[config.mk]
export PLATFORM = sky130hd
export DESIGN_NAME = pcipar_top
export DESIGN_NICKNAME = d
export VERILOG_FILES = /design/src/rtl/pcipar_pkg.sv /design/src/rtl/pcipar_tree.sv /design/src/rtl/pcipar_own.sv /design/src/rtl/pcipar_outreg.sv /design/src/rtl/pcipar_serr.sv /design/src/rtl/pcipar_top.sv
export SDC_FILE = /design/constraint.sdc
export NUM_CORES = 1
export LEC_CHECK = 0
export CAP_MARGIN = 10
export CORE_MARGIN = 2
export CORE_UTILIZATION = 31
export CTS_CLUSTER_SIZE = 10
export DETAILED_ROUTE_END_ITERATION = 6
export PLACE_DENSITY = 0.83
export SYNTH_ARGS = -nofsm -noshare
export SYNTH_HDL_FRONTEND = slang
export SYNTH_SLANG_ARGS = --single-unit
[constraint.sdc]
create_clock -name clk -period 2.44 [get_ports clk]
set_clock_uncertainty 0.2 [all_clocks]
set_input_delay 0.244 -clock clk [delete_from_list [all_inputs] [get_ports clk]]
set_output_delay 0.244 -clock clk [all_outputs]
set_load 0.005 [all_outputs]
[src/rtl/pcipar_pkg.sv]
// Package: shared types and the ownership rule for the parity generator.
// Assumes a multiplexed bus where address and data share the AD lines.
package pcipar_pkg;

    // Description of the bus phase presented in one clock.
    typedef struct packed {
        logic vld;   // phase in progress
        logic addr;  // 1 = address phase, 0 = data phase
        logic mst;   // 1 = this agent initiated the cycle
        logic wr;    // 1 = write cycle
    } phase_t;

    // Which owner class a phase falls into.
    typedef enum logic [1:0] {
        OWN_NONE = 2'd0,
        OWN_ADDR = 2'd1,
        OWN_DATA = 2'd2
    } own_kind_e;

    // Classify a phase by whether this agent places values on AD.
    function automatic own_kind_e own_kind(input phase_t ph);
        own_kind_e k;
        k = OWN_NONE;
        if (ph.vld) begin
            if (ph.addr) begin
                if (ph.mst) k = OWN_ADDR;
            end else if (ph.mst == ph.wr) begin
                // master writes or target reads supply the data
                k = OWN_DATA;
            end
        end
        return k;
    endfunction

endpackage

[src/rtl/pcipar_tree.sv]
// Module: pcipar_tree
// Even parity over the AD and C/BE values, folded lane by lane.
// Assumes AD_W is a multiple of CBE_W; each C/BE bit joins its lane.
module pcipar_tree #(
    parameter int AD_W  = 32,
    parameter int CBE_W = 4
) (
    input  logic [AD_W-1:0]  ad_i,
    input  logic [CBE_W-1:0] cbe_i,
    output logic             par_o
);
    localparam int LANE_W = AD_W / CBE_W;

    logic [CBE_W-1:0] lane_par;

    // One XOR reduction per byte lane, each including its C/BE bit.
    for (genvar g = 0; g < CBE_W; g++) begin : g_lane
        always_comb lane_par[g] = (^ad_i[g*LANE_W +: LANE_W]) ^ cbe_i[g];
    end

    // Fold the lane results into the final even-parity bit.
    always_comb par_o = ^lane_par;

endmodule

[src/rtl/pcipar_own.sv]
// Module: pcipar_own
// Decides whether this agent owns the AD lines in the current phase.
// Assumes the phase fields are valid in the same clock as the AD values.
module pcipar_own
    import pcipar_pkg::*;
(
    input  phase_t ph_i,
    output logic   drive_o
);
    own_kind_e kind;

    // Classify the phase and drive when any owned kind results.
    always_comb begin
        kind    = own_kind(ph_i);
        drive_o = (kind != OWN_NONE);
    end

endmodule

[src/rtl/pcipar_outreg.sv]
// Module: pcipar_outreg
// Registers parity and its pad enable so both appear one clock after the
// phase. Assumes the synchronous active-low reset.
module pcipar_outreg (
    input  logic clk,
    input  logic rst_n,
    input  logic par_i,
    input  logic drive_i,
    output logic par_o,
    output logic drive_o
);
    // Capture this clock's parity and ownership for the next clock.
    always_ff @(posedge clk) begin
        if (!rst_n) begin
            par_o   <= 1'b0;
            drive_o <= 1'b0;
        end else begin
            par_o   <= par_i;
            drive_o <= drive_i;
        end
    end

endmodule

[src/rtl/pcipar_serr.sv]
// Module: pcipar_serr
// Synchronises the shared system-error line, detects a high-to-low
// transition and holds a sticky interrupt request. Assumes the line is
// asynchronous and rests high; SYNC >= 1 stages.
module pcipar_serr #(
    parameter int SYNC = 2
) (
    input  logic clk,
    input  logic rst_n,
    input  logic serr_n_i,
    input  logic en_i,
    input  logic clr_i,
    output logic req_o
);
    logic [SYNC-1:0] sync_q;
    logic            last_q;
    logic            fall;

    if (SYNC == 1) begin : g_one
        // Single sampling stage.
        always_ff @(posedge clk) begin
            if (!rst_n) sync_q <= 1'b1;
            else        sync_q <= serr_n_i;
        end
    end else begin : g_chain
        // Shift chain of sampling stages.
        always_ff @(posedge clk) begin
            if (!rst_n) sync_q <= '1;
            else        sync_q <= {sync_q[SYNC-2:0], serr_n_i};
        end
    end

    // Keep the previous synchronised level for edge detection.
    always_ff @(posedge clk) begin
        if (!rst_n) last_q <= 1'b1;
        else        last_q <= sync_q[SYNC-1];
    end

    // A high-to-low step of the synchronised level.
    always_comb fall = last_q & ~sync_q[SYNC-1];

    // Sticky request: a new enabled event wins over a clear.
    always_ff @(posedge clk) begin
        if (!rst_n)            req_o <= 1'b0;
        else if (fall && en_i) req_o <= 1'b1;
        else if (clr_i)        req_o <= 1'b0;
    end

endmodule

[src/rtl/pcipar_top.sv]
// Module: pcipar_top
// Parity generator for a master/target bus bridge plus system-error
// interrupt request. Assumes inputs are synchronous to clk except serr_n.
module pcipar_top
    import pcipar_pkg::*;
#(
    parameter int AD_W      = 32,
    parameter int CBE_W     = 4,
    parameter int SERR_SYNC = 2
) (
    input  logic             clk,
    input  logic             rst_n,
    input  logic             phase_vld,
    input  logic             phase_addr,
    input  logic             role_mst,
    input  logic             cyc_wr,
    input  logic [AD_W-1:0]  ad_val,
    input  logic [CBE_W-1:0] cbe_val,
    input  logic             serr_n,
    input  logic             nmi_en,
    input  logic             nmi_clr,
    output logic             ad_drive,
    output logic             par_out,
    output logic             par_drive,
    output logic             nmi_req
);
    phase_t ph;
    logic   par_now;

    // Gather the phase fields into one record.
    always_comb ph = '{vld: phase_vld, addr: phase_addr, mst: role_mst, wr: cyc_wr};

    pcipar_tree #(.AD_W(AD_W), .CBE_W(CBE_W)) tree_i (
        .ad_i  (ad_val),
        .cbe_i (cbe_val),
        .par_o (par_now)
    );

    pcipar_own own_i (
        .ph_i    (ph),
        .drive_o (ad_drive)
    );

    pcipar_outreg out_i (
        .clk     (clk),
        .rst_n   (rst_n),
        .par_i   (par_now),
        .drive_i (ad_drive),
        .par_o   (par_out),
        .drive_o (par_drive)
    );

    pcipar_serr #(.SYNC(SERR_SYNC)) serr_i (
        .clk      (clk),
        .rst_n    (rst_n),
        .serr_n_i (serr_n),
        .en_i     (nmi_en),
        .clr_i    (nmi_clr),
        .req_o    (nmi_req)
    );

endmodule

# Word-level counts from Yosys, hierarchy flattened
# Index checks and enable logic that the tools add are counted.
# Widths: inputs -> output; s select.
[totals]
register_bits = 6
in_bits = 45
[op_classes]
mux = 6
eq_ne = 1
bitwise_logic = 6
reduce_logical = 8
[ops]
columns = ["operator", "n"]
rows = [
  ["$reduce_xor 8->1", 4],
  ["$mux 2", 3],
  ["$reduce_bool 2->1", 2],
  ["$reduce_xor 4->1", 1],
  ["$xor 1x1->1", 4],
  ["$mux 1", 3],
  ["$and 1x1->1", 1],
  ["$eq 1x1->1", 1],
  ["$logic_and 1x1->1", 1],
  ["$not 1->1", 1],
]

# Longest topological paths before layout
[logic_depth]
depth_word = 5
ltp_mapped = 5

# By module
# A second synthesis with hierarchy kept.
[hier_totals]
cells_unflattened = 51
hier_area_um2 = 501.7
[modules_own_cells]
columns = ["mod", "seq_area_each_um2", "n_inst", "area_each_um2", "cells_per_inst"]
rows = [
  ["pcipar_tree", 0.0, 1, 311.5, 34],
  ["pcipar_serr", 80.1, 1, 118.9, 10],
  ["pcipar_outreg", 40.0, 1, 52.6, 4],
  ["pcipar_own", 0.0, 1, 18.8, 3],
]

# Worst setup path before layout
# Ideal clock, no wire load.
[synth_timing]
kind = "input to register"
from = "in ad_val[27]"
to = "reg out_i.par_o"
path_slack_ns = 0.853
t_arrival_ns = 1.315
path_stages = 5
setup_ns = 0.072
cell_sequence = "xor2_1 xnor2_1 xnor3_1 or2_2 mux2i_1"
[synth_via]
elab_chain_cells = 3
[synth_rtl]
columns = ["item", "line", "text"]
rows = [
  ["start, declared", "pcipar_top.sv:17", "input logic [AD_W-1:0] ad_val,"],
  ["$reduce_xor 8->1", "pcipar_tree.sv:18", "always_comb lane_par[g] = (^ad_i[g*LANE_W +: LANE_W]) ^ cbe_i[g];"],
  ["$xor 1x1->1", "pcipar_tree.sv:18", ""],
  ["$reduce_xor 4->1", "pcipar_tree.sv:22", "always_comb par_o = ^lane_par;"],
  ["end signal, assigned", "pcipar_outreg.sv:18", "par_o <= par_i;"],
  ["end, declared", "pcipar_outreg.sv:9", "output logic par_o,"],
]
# Every way passes these cells.
# A chain may end at the register's enable or synchronous reset.

# Final worst setup path
[layout_timing]
from = "in cyc_wr"
to = "out ad_drive"
[layout_via]
elab_chain_cells = 5
[layout_rtl]
columns = ["item", "line", "text"]
rows = [
  ["start, declared", "pcipar_top.sv:16", "input logic cyc_wr,"],
  ["$eq 1x1->1", "pcipar_pkg.sv:27", "end else if (ph.mst == ph.wr) begin"],
  ["$mux 2", "pcipar_pkg.sv:27", ""],
  ["$mux 2", "pcipar_pkg.sv:25", "if (ph.addr) begin"],
  ["$mux 2", "pcipar_pkg.sv:24", "if (ph.vld) begin"],
  ["$reduce_bool 2->1", "pcipar_own.sv:15", "drive_o = (kind != OWN_NONE);"],
  ["end, declared", "pcipar_top.sv:22", "output logic ad_drive,"],
]
# Every way passes these cells.

==> flow_metrics.env <==
export IMPL_outcome="completed"
export IMPL_first_global_vias=543
export IMPL_syn_area_per_cell_um2=9.889
export IMPL_cp_data_arrival_time_ns=1.61
export IMPL_setup_viol=0
export IMPL_fin_crit_sh_pct=84.21
export IMPL_seq_power_share_pct=23.9
export IMPL_drt_wl_total_um=1250
export IMPL_dp_hpwl_um=1140
export IMPL_critPathKind="in -> out"
export IMPL_clkSinkCount=6
export IMPL_p_leak_uw=0.0003917
export IMPL_antenna_left=0
export IMPL_gp_congestion=0.6623
export IMPL_syn_nets=97
export IMPL_core_area_mm2=0.001524
export IMPL_swShare_pct=24.18
export IMPL_synth_top_area_cell="xnor2_1"
export IMPL_timing_rr_end="serr_i.req_o"
export IMPL_die_width_um=44.73
export IMPL_hold_class="reg -> reg"
export IMPL_holdPathEnd="serr_i.sync_q[1]"
export IMPL_fp_dieH_um=44.73
export IMPL_required_ns=2.00
export IMPL_vias=507
export IMPL_nets=150
export IMPL_worstSkewPairLatency_ns=0.25
export IMPL_ys_ff_latch=6
export IMPL_drtIter0Drc=5
export IMPL_grt_pass1_wl_um=1966
export IMPL_drive_gt1_share_pct=3.883
export IMPL_holdPathStages=1
export IMPL_grt_start_max_net_pins=7
export IMPL_fmax_ghz=0.4867
export IMPL_reg2reg_from="serr_i.sync_q[1]"
export IMPL_io_buffers=48
export IMPL_clk_path_buf_depth=2
export IMPL_worst_slew_pin_transition_ns=0.2076
export IMPL_cts_tree="yes"
export IMPL_syn_to_final_growth_pct=101.7
export IMPL_via_per_inst=4.261
export IMPL_slew_viol_final=0
export IMPL_finalSetupTns_ns=0
export IMPL_wire_per_inst_um=10.50
export IMPL_drc=0
export IMPL_yosys_warnings=0
export IMPL_clkSlewWorstSetupHoldPaths_ns=0.04
export IMPL_utilization_pct=68.06
export IMPL_clock_root_buffer="clkbuf_4"
export IMPL_multi_input_area_um2=390.4
export IMPL_clockPowerShare_pct=19.6
export IMPL_cts_hold_buf=0
export IMPL_row_count=14
export IMPL_hold_slack_ns=0.2125
export IMPL_postSynthCellCount=52
export IMPL_rsz0062_at_grt="false"
export IMPL_synth_area_top_cells="xnor2_1 (44%), dfxtp_1 (23%), xnor3_1 (8.8%)"
export IMPL_reg2reg_depth=2
export IMPL_start_util_pct=33.74
export IMPL_setup_slack_ns=0.3852
export IMPL_finalCriticalPeriod_ns=2.055
export IMPL_seq_area_um2=120.1
export IMPL_comb_power_share_pct=56.5
export IMPL_grt_overflow=0
export IMPL_htree_levels=1
export IMPL_power_total_uw=468.3
export IMPL_dr_pass1_iters=3
export IMPL_synth_top_area_share_pct=44.28
export IMPL_endpoint_kind="output pin"
export IMPL_reg2reg_setup_slack_ns=1.60
export IMPL_drv_cap=0
export IMPL_ys_seq_area_share_pct=23.36
export IMPL_switchingPower_uw=113.3
export IMPL_worstPathMaxFanout=2
export IMPL_antenna_cells=0
export IMPL_die_area_mm2=0.002001
export IMPL_nFillCells=117
export IMPL_ys_types=14
export IMPL_finalHoldViolCount=0
export IMPL_hp_start="serr_i.sync_q[0]"
export IMPL_p_per_area_mw_per_mm2=451.5
export IMPL_numCtsBuffers=3
export IMPL_ctsResizeCount=0
export IMPL_relSlewSlack_pct=86.06
export IMPL_start_kind="input pin"
export IMPL_gr_usage_all_layers_pct=13.34
export IMPL_syn_area_um2=514.2
export IMPL_pin_count=49
export IMPL_internal_power_uw=355.1
export IMPL_post_cts_buffers=0
export IMPL_dp_slack_ns=0.3006
export IMPL_antenna_found_initial=0
export IMPL_ir_worst_vdd_mv=0.4029
## synthesized netlist by cell type
cell type   n
xor2_1      5
or2_2       1
dfxtp_1     6
mux2i_1     1
and2_1      1
a21oi_1     1
nand2_1     1
nand2b_1    4
and3_1      1
xnor2_1    26
inv_1       1
nand3b_1    1
xnor3_1     2
nor2_1      1
## critical path, cell delays in order
cell and delay [ns]:
clkdlybuf4s50_1 0.40, nor2_1 0.12, xor2_1 0.17, and2_1 0.16, clkdlybuf4s50_1 0.51
## metrics by stage
stage,std cells,instance area (um^2)
finish,119,1037
global route,119,1037
CTS,119,1037
detailed placement,116,1015
global placement,116,1015
floorplan,52,514.2
## cell families (layout without fill, tap and decap cells)
| logic type | count (synthesis) | after routing | synth area share, % |
|---|---|---|---|
| xor gates and xnor gates | 33 | 33 | 61.56 |
| and+or+nand+nor | 10 | 10 | 11.44 |
| DFF | 6 | 6 | 23.36 |
| AOI/OAI and AO/OA | 1 | 1 | 0.9723 |
| muxes | 1 | 1 | 1.947 |
| buffers and inverters | 1 | 52 | 0.7292 |
## cell type report
| cell class | instances | area share, % |
|---|---|---|
| Clock buffer | 3 | 2.171 |
| Multi-Input combinational cell | 45 | 37.64 |
| Sequential cell | 6 | 11.58 |
| Tap cell | 16 | 1.930 |
| Timing Repair Buffer | 48 | 46.32 |
| Inverter | 1 | 0.3619 |
## power groups by stage
stage               Clock [uW]  Combinational (uW)  Sequential [uW]
global route               100                 287              113
global placement             0                 265              113
finish                    91.8                 265              112
floorplan                    0                 160              114
detailed placement           0                 269              114
CTS                       94.9                 270              112
## worst max-delay path by stage
stage / slack, ns / depth (start not counted) / start / endpoint
2_1_floorplan: 0.85 / 5 / ad_val[27] / out_i.par_o
3_3_place_gp: 0.35 / 6 / ad_val[26] / out_i.par_o
3_5_place_dp: 0.30 / 6 / ad_val[27] / out_i.par_o
4_1_cts: 0.37 / 5 / cyc_wr / ad_drive
5_1_grt: 0.27 / 5 / cyc_wr / ad_drive
6_report: 0.39 / 5 / cyc_wr / ad_drive
## state kept, by name (all words and copies together) (netlist names)
name and count:
serr_i.sync_q 2, out_i.drive_o 1, serr_i.last_q 1, serr_i.req_o 1, out_i.par_o 1
## cells in the final DEF (no fill, tap or decap), drive strengths merged
cell	n
clkdlybuf4s50	48
xnor2	26
dfxtp	6
xor2	5
nand2b	4
clkbuf	3
xnor3	2
nor2	1
and2	1
and3	1
nand2	1
inv	1
or2	1
mux2i	1
nand3b	1
a21oi	1
## routing by layer
| layer | global-route usage, % | vias to the layer above | share of wire (%) |
|---|---|---|---|
| met5 | 0 | - | 0 |
| met4 | 3.636 | 0 | 0 |
| met3 | 5.600 | 0 | 9.3 |
| met2 | 27.25 | 21 | 59 |
| met1 | 11.39 | 223 | 31 |
| li1 | - | 263 | - |
Note: power is estimated with default switching activity, not from simulation.
